`config.mk`:
```
export PLATFORM = sky130hd
export DESIGN_NAME = ptp_tx_offset_seq
export DESIGN_NICKNAME = d
export VERILOG_FILES = /design/src/rtl/ptp_txcfg_pkg.sv /design/src/rtl/ptp_offset_calc.sv /design/src/rtl/ptp_wait_timer.sv /design/src/rtl/ptp_tx_offset_seq.sv
export SDC_FILE = /design/constraint.sdc
export NUM_CORES = 2
export LEC_CHECK = 0
export BUFFER_PORTS_ARGS = -buffer_cell sky130_fd_sc_hd__buf_4
export CORE_ASPECT_RATIO = 1.25
export CORE_MARGIN = 2
export CORE_UTILIZATION = 50
export DETAILED_ROUTE_END_ITERATION = 12
export PLACE_DENSITY = 0.68
export SLEW_MARGIN = 20
export SYNTH_ARGS = -nofsm -noshare
export SYNTH_HDL_FRONTEND = slang
export SYNTH_SLANG_ARGS = --single-unit
```
`constraint.sdc`:
```
create_clock -name clk -period 18.95 [get_ports clk]
set_input_delay 1.895 -clock clk [delete_from_list [all_inputs] [get_ports clk]]
set_output_delay 1.895 -clock clk [all_outputs]
set_load 0.02 [all_outputs]
```
`src/rtl/ptp_txcfg_pkg.sv`:
```
package ptp_txcfg_pkg;

    typedef enum logic [2:0] {
        ST_WAIT_VALID,
        ST_RD_REQ,
        ST_RD_DATA,
        ST_WR_REQ,
        ST_WAIT_READY,
        ST_DONE
    } seq_state_e;

    localparam int unsigned REG_W     = 32;
    localparam int unsigned NUM_XFER  = 3;
    localparam int unsigned IDX_W     = 2;
    localparam int unsigned SUM_W     = 34;
    localparam logic [REG_W-1:0] CFG_DONE_WORD = 32'h0000_0001;

    // Sign-magnitude (bit 31 sign, 30:0 magnitude) to wide signed value.
    function automatic logic signed [SUM_W-1:0] sm_to_signed(input logic [REG_W-1:0] raw);
        logic signed [SUM_W-1:0] mag;
        mag = $signed({{(SUM_W-REG_W+1){1'b0}}, raw[REG_W-2:0]});
        return raw[REG_W-1] ? -mag : mag;
    endfunction

endpackage

```
`src/rtl/ptp_offset_calc.sv`:
```
module ptp_offset_calc
    import ptp_txcfg_pkg::*;
#(
    parameter int unsigned WIRE_W   = 20,
    parameter int unsigned PMA_UI_W = 16,
    parameter int unsigned UI_FRAC  = 28,
    parameter int unsigned NS_FRAC  = 16
) (
    input  logic [REG_W-1:0]    const_raw_i,
    input  logic [REG_W-1:0]    pulse_raw_i,
    input  logic [REG_W-1:0]    wire_raw_i,
    input  logic [REG_W-1:0]    ui_value_i,
    input  logic [PMA_UI_W-1:0] pma_ui_i,
    input  logic [REG_W-2:0]    ext_delay_i,
    output logic [REG_W-1:0]    align_o,
    output logic [REG_W-1:0]    xlat_o
);
    localparam int unsigned SHIFT  = UI_FRAC - NS_FRAC;
    localparam int unsigned PROD_W = PMA_UI_W + REG_W;

    logic signed [SUM_W-1:0] wire_s;
    logic signed [SUM_W-1:0] acc;
    logic [PROD_W-1:0]       prod;
    logic [PROD_W-1:0]       prod_ns;
    logic [REG_W-2:0]        lat_sum;

    always_comb begin
        wire_s  = $signed({{(SUM_W-WIRE_W){1'b0}}, WIRE_W'(wire_raw_i)});
        acc     = sm_to_signed(const_raw_i) + sm_to_signed(pulse_raw_i) - wire_s;
        align_o = REG_W'(acc);
        prod    = PROD_W'(pma_ui_i) * PROD_W'(ui_value_i);
        prod_ns = prod >> SHIFT;
        lat_sum = (REG_W-1)'(prod_ns) + ext_delay_i;
        xlat_o  = {1'b0, lat_sum};
    end
endmodule

```
`src/rtl/ptp_wait_timer.sv`:
```
module ptp_wait_timer #(
    parameter int unsigned TIMEOUT_CYC = 1024
) (
    input  logic clk,
    input  logic rst_n,
    input  logic waiting_i,
    input  logic met_i,
    output logic expired_o
);
    localparam int unsigned CW = $clog2(TIMEOUT_CYC + 1);
    localparam logic [CW-1:0] LAST = CW'(TIMEOUT_CYC - 1);

    logic [CW-1:0] cnt_q;

    always_ff @(posedge clk or negedge rst_n) begin
        if (!rst_n) begin
            cnt_q     <= '0;
            expired_o <= 1'b0;
        end else begin
            if (!waiting_i) begin
                cnt_q <= '0;
            end else if (cnt_q != LAST) begin
                cnt_q <= cnt_q + CW'(1);
            end
            if (waiting_i && !met_i && cnt_q == LAST) begin
                expired_o <= 1'b1;
            end
        end
    end

    assert_err_sticky_R9: assert property (@(posedge clk) disable iff (!rst_n)
        expired_o |=> expired_o);

    assert_no_err_outside_wait_R9: assert property (@(posedge clk) disable iff (!rst_n)
        (!expired_o && !waiting_i) |=> !expired_o);
endmodule

```
`src/rtl/ptp_tx_offset_seq.sv`:
```
module ptp_tx_offset_seq
    import ptp_txcfg_pkg::*;
#(
    parameter int unsigned ADDR_W      = 8,
    parameter int unsigned PMA_UI_W    = 16,
    parameter int unsigned WIRE_W      = 20,
    parameter int unsigned UI_FRAC     = 28,
    parameter int unsigned NS_FRAC     = 16,
    parameter int unsigned TIMEOUT_CYC = 1024,
    parameter logic [ADDR_W-1:0] ADDR_CONST = 8'h10,
    parameter logic [ADDR_W-1:0] ADDR_PULSE = 8'h14,
    parameter logic [ADDR_W-1:0] ADDR_WIRE  = 8'h18,
    parameter logic [ADDR_W-1:0] ADDR_XLAT  = 8'h20,
    parameter logic [ADDR_W-1:0] ADDR_ALIGN = 8'h24,
    parameter logic [ADDR_W-1:0] ADDR_CFG   = 8'h28
) (
    input  logic                 clk,
    input  logic                 rst_n,
    input  logic                 offset_valid_i,
    input  logic                 ptp_ready_i,
    input  logic [31:0]          ui_value_i,
    input  logic [PMA_UI_W-1:0]  pma_delay_ui_i,
    input  logic [30:0]          ext_phy_delay_i,
    output logic [ADDR_W-1:0]    bus_addr_o,
    output logic                 bus_read_o,
    output logic                 bus_write_o,
    output logic [31:0]          bus_wdata_o,
    input  logic                 bus_waitreq_i,
    input  logic [31:0]          bus_rdata_i,
    input  logic                 bus_rdvalid_i,
    output logic                 done_o,
    output logic                 timeout_err_o
);
    localparam logic [IDX_W-1:0] LAST_IDX = IDX_W'(NUM_XFER - 1);

    seq_state_e                      state_q, state_d;
    logic [IDX_W-1:0]                idx_q, idx_d;
    logic [NUM_XFER-1:0][REG_W-1:0]  cap_q;
    logic [REG_W-1:0]                align_w, xlat_w;
    logic                            waiting, met;

    // State register and read capture
    always_ff @(posedge clk or negedge rst_n) begin
        if (!rst_n) begin
            state_q <= ST_WAIT_VALID;
            idx_q   <= '0;
            cap_q   <= '0;
        end else begin
            state_q <= state_d;
            idx_q   <= idx_d;
            if (state_q == ST_RD_DATA && bus_rdvalid_i) begin
                for (int i = 0; i < NUM_XFER; i++) begin
                    if (idx_q == IDX_W'(i)) cap_q[i] <= bus_rdata_i;
                end
            end
        end
    end

    // Transitions
    always_comb begin
        state_d = state_q;
        idx_d   = idx_q;
        unique case (state_q)
            ST_WAIT_VALID: begin
                if (offset_valid_i) begin
                    state_d = ST_RD_REQ;
                    idx_d   = '0;
                end
            end
            ST_RD_REQ: begin
                if (!bus_waitreq_i) state_d = ST_RD_DATA;
            end
            ST_RD_DATA: begin
                if (bus_rdvalid_i) begin
                    if (idx_q == LAST_IDX) begin
                        state_d = ST_WR_REQ;
                        idx_d   = '0;
                    end else begin
                        state_d = ST_RD_REQ;
                        idx_d   = idx_q + IDX_W'(1);
                    end
                end
            end
            ST_WR_REQ: begin
                if (!bus_waitreq_i) begin
                    if (idx_q == LAST_IDX) state_d = ST_WAIT_READY;
                    else                   idx_d   = idx_q + IDX_W'(1);
                end
            end
            ST_WAIT_READY: begin
                if (ptp_ready_i) state_d = ST_DONE;
            end
            ST_DONE: state_d = ST_DONE;
        endcase
    end

    // Outputs
    always_comb begin
        bus_read_o  = 1'b0;
        bus_write_o = 1'b0;
        bus_addr_o  = '0;
        bus_wdata_o = '0;
        done_o      = 1'b0;
        unique case (state_q)
            ST_RD_REQ: begin
                bus_read_o = 1'b1;
                case (idx_q)
                    2'd0:    bus_addr_o = ADDR_CONST;
                    2'd1:    bus_addr_o = ADDR_PULSE;
                    default: bus_addr_o = ADDR_WIRE;
                endcase
            end
            ST_WR_REQ: begin
                bus_write_o = 1'b1;
                case (idx_q)
                    2'd0: begin
                        bus_addr_o  = ADDR_XLAT;
                        bus_wdata_o = xlat_w;
                    end
                    2'd1: begin
                        bus_addr_o  = ADDR_ALIGN;
                        bus_wdata_o = align_w;
                    end
                    default: begin
                        bus_addr_o  = ADDR_CFG;
                        bus_wdata_o = CFG_DONE_WORD;
                    end
                endcase
            end
            ST_DONE: done_o = 1'b1;
            ST_WAIT_VALID, ST_RD_DATA, ST_WAIT_READY: ;
        endcase
    end

    assign waiting = (state_q == ST_WAIT_VALID) || (state_q == ST_WAIT_READY);
    assign met     = (state_q == ST_WAIT_VALID) ? offset_valid_i : ptp_ready_i;

    ptp_offset_calc #(
        .WIRE_W  (WIRE_W),
        .PMA_UI_W(PMA_UI_W),
        .UI_FRAC (UI_FRAC),
        .NS_FRAC (NS_FRAC)
    ) u_calc (
        .const_raw_i(cap_q[0]),
        .pulse_raw_i(cap_q[1]),
        .wire_raw_i (cap_q[2]),
        .ui_value_i (ui_value_i),
        .pma_ui_i   (pma_delay_ui_i),
        .ext_delay_i(ext_phy_delay_i),
        .align_o    (align_w),
        .xlat_o     (xlat_w)
    );

    ptp_wait_timer #(
        .TIMEOUT_CYC(TIMEOUT_CYC)
    ) u_timer (
        .clk      (clk),
        .rst_n    (rst_n),
        .waiting_i(waiting),
        .met_i    (met),
        .expired_o(timeout_err_o)
    );

    assert_idle_until_valid_R1: assert property (@(posedge clk) disable iff (!rst_n)
        (state_q == ST_WAIT_VALID && !offset_valid_i) |=> (!bus_read_o && !bus_write_o));

    assert_read_hold_R2: assert property (@(posedge clk) disable iff (!rst_n)
        (bus_read_o && bus_waitreq_i) |=> (bus_read_o && $stable(bus_addr_o)));

    assert_write_hold_R3: assert property (@(posedge clk) disable iff (!rst_n)
        (bus_write_o && bus_waitreq_i) |=>
            (bus_write_o && $stable(bus_addr_o) && $stable(bus_wdata_o)));

    assert_ready_to_done_R7: assert property (@(posedge clk) disable iff (!rst_n)
        (state_q == ST_WAIT_READY && ptp_ready_i) |=> done_o);

    assert_done_hold_R7: assert property (@(posedge clk) disable iff (!rst_n)
        done_o |=> done_o);

    assert_one_strobe_R10: assert property (@(posedge clk) disable iff (!rst_n)
        !(bus_read_o && bus_write_o));
endmodule

```
Word-level counts from Yosys, hierarchy flattened
Cells that the tools add are included.
{"block": "totals", "inputBits": 117, "output_inout_bits": 44, "wordCells": 72, "ff_bits": 101}
{"block": "op_classes", "n_reduce_logical": 13, "n_addsub": 7, "n_mul": 1, "eq_ne": 17, "muxes": 27}
{"op": "$mux 32", "n": 3}
{"op": "$neg 31->32", "n": 2}
{"op": "$pmux 32 s2", "n": 1}
{"op": "$mul 16x32->43", "n": 1}
{"op": "$add 32x32->32", "n": 1}
{"op": "$sub 32x21->32", "n": 1}
{"op": "$add 31x31->31", "n": 1}
{"op": "$mux 11", "n": 2}
{"op": "$mux 3", "n": 6}
{"op": "$pmux 3 s6", "n": 1}
{"op": "$ne 2x2->1 const B", "n": 8}
{"op": "$pmux 4 s2", "n": 2}
{"op": "$mux 2", "n": 6}
{"op": "$pmux 6 s2", "n": 1}
{"op": "$add 11x1->11 const B", "n": 1}
{"op": "$eq 11x10->1 const B", "n": 1}
{"op": "$ne 11x10->1 const B", "n": 1}
{"op": "$eq 3x2->1 const B", "n": 2}
{"op": "$eq 3x3->1 const B", "n": 2}
{"op": "$pmux 2 s3", "n": 1}
{"op": "$reduce_and 2->1", "n": 3}
{"op": "$reduce_and 6->1", "n": 1}
{"op": "$reduce_and 5->1", "n": 1}
{"op": "$mux 1", "n": 4}
{"op": "other kinds (10)", "n": 12}

Depth between registers and ports, before layout
{"block": "depth", "depth_word": 6, "depth_mapped": 36}

Hierarchy
Synthesis repeated with hierarchy kept, for this count alone.
{"block": "hier_totals", "cells_unflattened": 2774, "hier_area_um2": 25089.1}
{"mod": "ptp_offset_calc", "area_each_um2": 19561.3, "cells_each": 2374, "n_inst": 1}
{"mod": "ptp_tx_offset_seq", "area_each_um2": 4863.4, "cells_each": 336, "n_inst": 1}
{"mod": "ptp_wait_timer", "area_each_um2": 664.4, "cells_each": 64, "n_inst": 1}

Least setup slack after synthesis
No wires, ideal clock.
{"block": "synth_path", "path_type": "input to output", "from": "in ui_value_i[11]", "to": "out bus_wdata_o[24]", "t_required_ns": 17.055, "path_buffers": 1, "t_arrival_ns": 9.755, "path_stages": 31, "setup_slack_ns": 7.300, "cell_sequence": "clkbuf_1 > nand2_1 > fa_1 > fa_1 > fa_1 > inv_1 > fa_1 > fa_1 > inv_1 > fa_1 > inv_1 > ha_1 > a21o_1 > a21o_1 > a211o_1 > a21oi_1 > o211ai_1 > nor3b_1 > nor2_1 > a21o_1 > a21oi_1 > xnor2_1 > ha_1 > or2_2 > o31a_1 > a221oi_1 > o311ai_0 > a21o_1 > a21oi_1 > xor2_1 > o22ai_1"}
{"block": "synth_via", "elab_chain_len": 4}
{"item": "start, declared", "line_no": "ptp_tx_offset_seq.sv:21", "rtl": "input logic [31:0] ui_value_i,"}
{"item": "$mul 16x32->43", "line_no": "ptp_offset_calc.sv:31", "rtl": "prod = PROD_W'(pma_ui_i) * PROD_W'(ui_value_i);"}
{"item": "$add 31x31->31", "line_no": "ptp_offset_calc.sv:33", "rtl": "lat_sum = (REG_W-1)'(prod_ns) + ext_delay_i;"}
{"item": "$pmux 32 s2", "line_no": "ptp_tx_offset_seq.sv:115", "rtl": "case (idx_q)"}
{"item": "$mux 32", "line_no": "ptp_tx_offset_seq.sv:104", "rtl": "unique case (state_q)"}
{"item": "end, declared", "line_no": "ptp_tx_offset_seq.sv:27", "rtl": "output logic [31:0] bus_wdata_o,"}
Every way passes these cells.

Worst setup path after layout
{"block": "layout_path", "from": "in pma_delay_ui_i[1]", "to": "out bus_wdata_o[24]"}
{"block": "layout_via", "elab_chain_len": 4}
{"item": "start, declared", "line_no": "ptp_tx_offset_seq.sv:22", "rtl": "input logic [PMA_UI_W-1:0] pma_delay_ui_i,"}
{"item": "$mul 16x32->43", "line_no": "ptp_offset_calc.sv:31"}
{"item": "$add 31x31->31", "line_no": "ptp_offset_calc.sv:33"}
{"item": "$pmux 32 s2", "line_no": "ptp_tx_offset_seq.sv:115"}
{"item": "$mux 32", "line_no": "ptp_tx_offset_seq.sv:104"}
Every way passes these cells.

==> impl_metrics.py <==
metrics = {
    "run_status": {
        "outcome": "completed",
    },
    "routing": {
        "vias_per_cell": 5.28,
        "initialDrtViolationCount": 820,
        "vias": 18100,
        "dr.pass1.iters": 5,
        "route.detailed.drc": 0,
        "wirelength_um": 58600,
        "drt-wirelength-per-cell_um": 17.1,
        "ant_nets": 0,
    },
    "synth": {
        "syn_inst": 2724,
        "ys_ff_latch": 101,
        "synth_largest_area_cell": "fa_1",
        "synth_area_leaders": "fa_1 36%, dfrtp_1 11%, ha_1 9.0%, inv_1 8.8%, nand2_1 6.2%",
        "synth_top_area_share_pct": 35.9,
        "synth_ff_type": "dfrtp_1",
        "synth_edf_count": 0,
        "ys_async_sr_fraction_pct": 100,
        "yosys_warnings": 0,
        "syn_avg_cell_area_sq_um": 8.81,
        "netlist_area_sq_mm": 0.0240,
        "synth_cell_type_count": 65,
        "ys_seq_area_share_pct": 10.5,
    },
    "sta": {
        "finalMaxSlewViolations": 0,
        "max_freq_mhz": 79.6,
        "worstMarginPinSlew_ns": 1.08,
        "fin_setup_tns_ns": 0,
        "finalCritPeriodShare_pct": 66.3,
        "fin_skew_ns": 0.0127,
        "max-slew-margin-rel_pct": 28.1,
        "setup_viol": 0,
        "rsz0062_at_grt": "false",
        "fin_ws_ns": 6.39,
        "fin_crit_ns": 12.56,
        "hold_viol": 0,
    },
    "worst_setup_path": {
        "cp_slowest_cell": "a221oi_1",
        "ff2ff_path_depth": 6,
        "worst_ep_arrival_time_ns": 10.67,
        "end_kind": "output port",
        "crit_start": "pma_delay_ui_i[1]",
        "r2r-end": "cap_q[81]",
        "max_stage_delay_ns": 0.61,
        "cp_common_cell": "fa_1",
        "reg2reg_slack_ns": 16.64,
        "r2r_start": "state_q[2]",
        "path_class": "in -> out",
        "cp_max_fo": 31,
        "worstPathRequired_ns": 17.06,
        "cp.buffers_inverters": 5,
        "crit_path_start_kind": "input pin",
        "crit_family": "adder cells",
    },
    "placed_design": {
        "hpwl_um": 49000,
        "portBuffers": 156,
        "pre_cts_ws_ns": 6.46,
        "post_dp_cell_area_sq_mm": 0.0256,
        "gp_congestion": 0.907,
    },
    "cells_and_area": {
        "mostFrequentLayoutCell": "inv_1",
        "fin_area_sq_mm": 0.0259,
        "fin_nets": 3510,
        "seq_area_sq_mm": 0.00253,
        "multi_input_area_sq_mm": 0.0189,
        "final_cell_mix": "562 x inv_1, 430 x fa_1, 399 x nand2_1",
        "syn_to_final_growth_pct": 7.84,
        "fill_cells": 4364,
        "drive_gt1_share_pct": 9.87,
    },
    "grt": {
        "grt_pass1_vias": 19500,
        "grt_pass1_wl_um": 99200,
        "grt_usage_pct": 25.0,
        "grt_max_degree": 80,
        "antenna_found_initial": 8,
        "grt.overflow.total": 0,
    },
    "clocking": {
        "clk_pin_slew_ns": 0.07,
        "clkSinkCount": 101,
        "cts_hold_buf": 0,
        "cts_buffers": 9,
        "ctsResizeCount": 0,
        "clk_latency_ns": 0.36,
        "clock_path_buffers": 2,
        "cts_tree": "done",
        "htree_num_levels": 3,
        "post_cts_buffers": 0,
        "clock-root-buffer": "clkbuf_16",
    },
    "floorplan": {
        "die_area_sq_mm": 0.0498,
        "die_w_um": 200,
        "row_count": 89,
        "ios": 161,
        "design.core.area_sq_mm": 0.0473,
        "initial_core_util_pct": 50.7,
        "die_h_um": 249,
    },
    "flow_run": {
        "max-cap-violations": 0,
    },
    "min_path": {
        "min_delay_path_depth": 1,
        "hp-start": "u_timer.expired_o",
        "hold_path.class": "reg -> reg",
        "worstHoldEndpoint": "u_timer.expired_o",
    },
}
## cell type report
type / instances / share of cell area [%]
antenna: 4 / 0.0387
clock buffer: 12 / 0.952
clock inverter: 4 / 0.121
inverter: 562 / 8.15
multi-input combinational: 1954 / 73.2
sequential: 101 / 9.77
tap: 637 / 3.08
timing repair buffer: 162 / 4.70
## per-layer routing
metal  vias up  track usage (%)  routed length, um
met2       466             42.7              29100
met3        82             3.91               3670
met4        10             7.13               1510
met1      9053             32.7              24200
li1       8515                -                  -
met5         -                0                 64
## cells in the mapped netlist, drive strengths merged (27+ instances only)
| library cell | number |
|---|---|
| o21ai | 54 |
| fa | 430 |
| dfrtp | 101 |
| ha | 173 |
| o31ai | 27 |
| xnor2 | 63 |
| a21o | 35 |
| clkbuf | 98 |
| inv | 562 |
| nor2 | 91 |
| xor2 | 91 |
| and2 | 179 |
| mux2 | 85 |
| nand2 | 399 |
| a21oi | 78 |
## through the flow
stage	hold WS, ns	utilization, %	std cells
2_1_floorplan	0.477	-	2727
3_3_place_gp	0.455	54.1	3416
3_5_place_dp	0.464	54.1	3416
4_1_cts	0.481	54.7	3432
5_1_grt	0.512	54.7	3435
6_report	0.473	54.7	3436
## worst max path at each step
stage	to	slack, ns	depth (start not counted)
2_1_floorplan	bus_wdata_o[24]	7.30	31
3_3_place_gp	bus_wdata_o[24]	6.61	32
3_5_place_dp	bus_wdata_o[24]	6.46	33
4_1_cts	bus_wdata_o[24]	6.43	33
5_1_grt	bus_wdata_o[24]	5.82	33
6_report	bus_wdata_o[24]	6.39	33
## registers in the layout, summed over array words and instances, names as in the netlist
register and flops:
state_q 3, idx_q 2, u_timer.expired_o 1, cap_q 84, u_timer.cnt_q 11
## cells by family (layout without fill, tap and decap cells)
| group | Yosys count | count (layout) | share of synthesized area, % |
|---|---|---|---|
| adder cells (fa/ha/maj) | 603 | 603 | 44.9 |
| other | 1 | 8 | 0.0156 |
| flip-flops | 101 | 101 | 10.5 |
| multiplexers | 91 | 91 | 4.24 |
| buffers and inverters | 672 | 740 | 10.6 |
| AO/OA/AOI/OAI | 299 | 299 | 8.19 |
| AND/OR/NAND/NOR | 802 | 802 | 15.8 |
| XOR/XNOR | 155 | 155 | 5.71 |
Power is left out: the tool's default activity adds up to more than one toggle a clock period on the data nets, which glitch-free logic cannot reach.
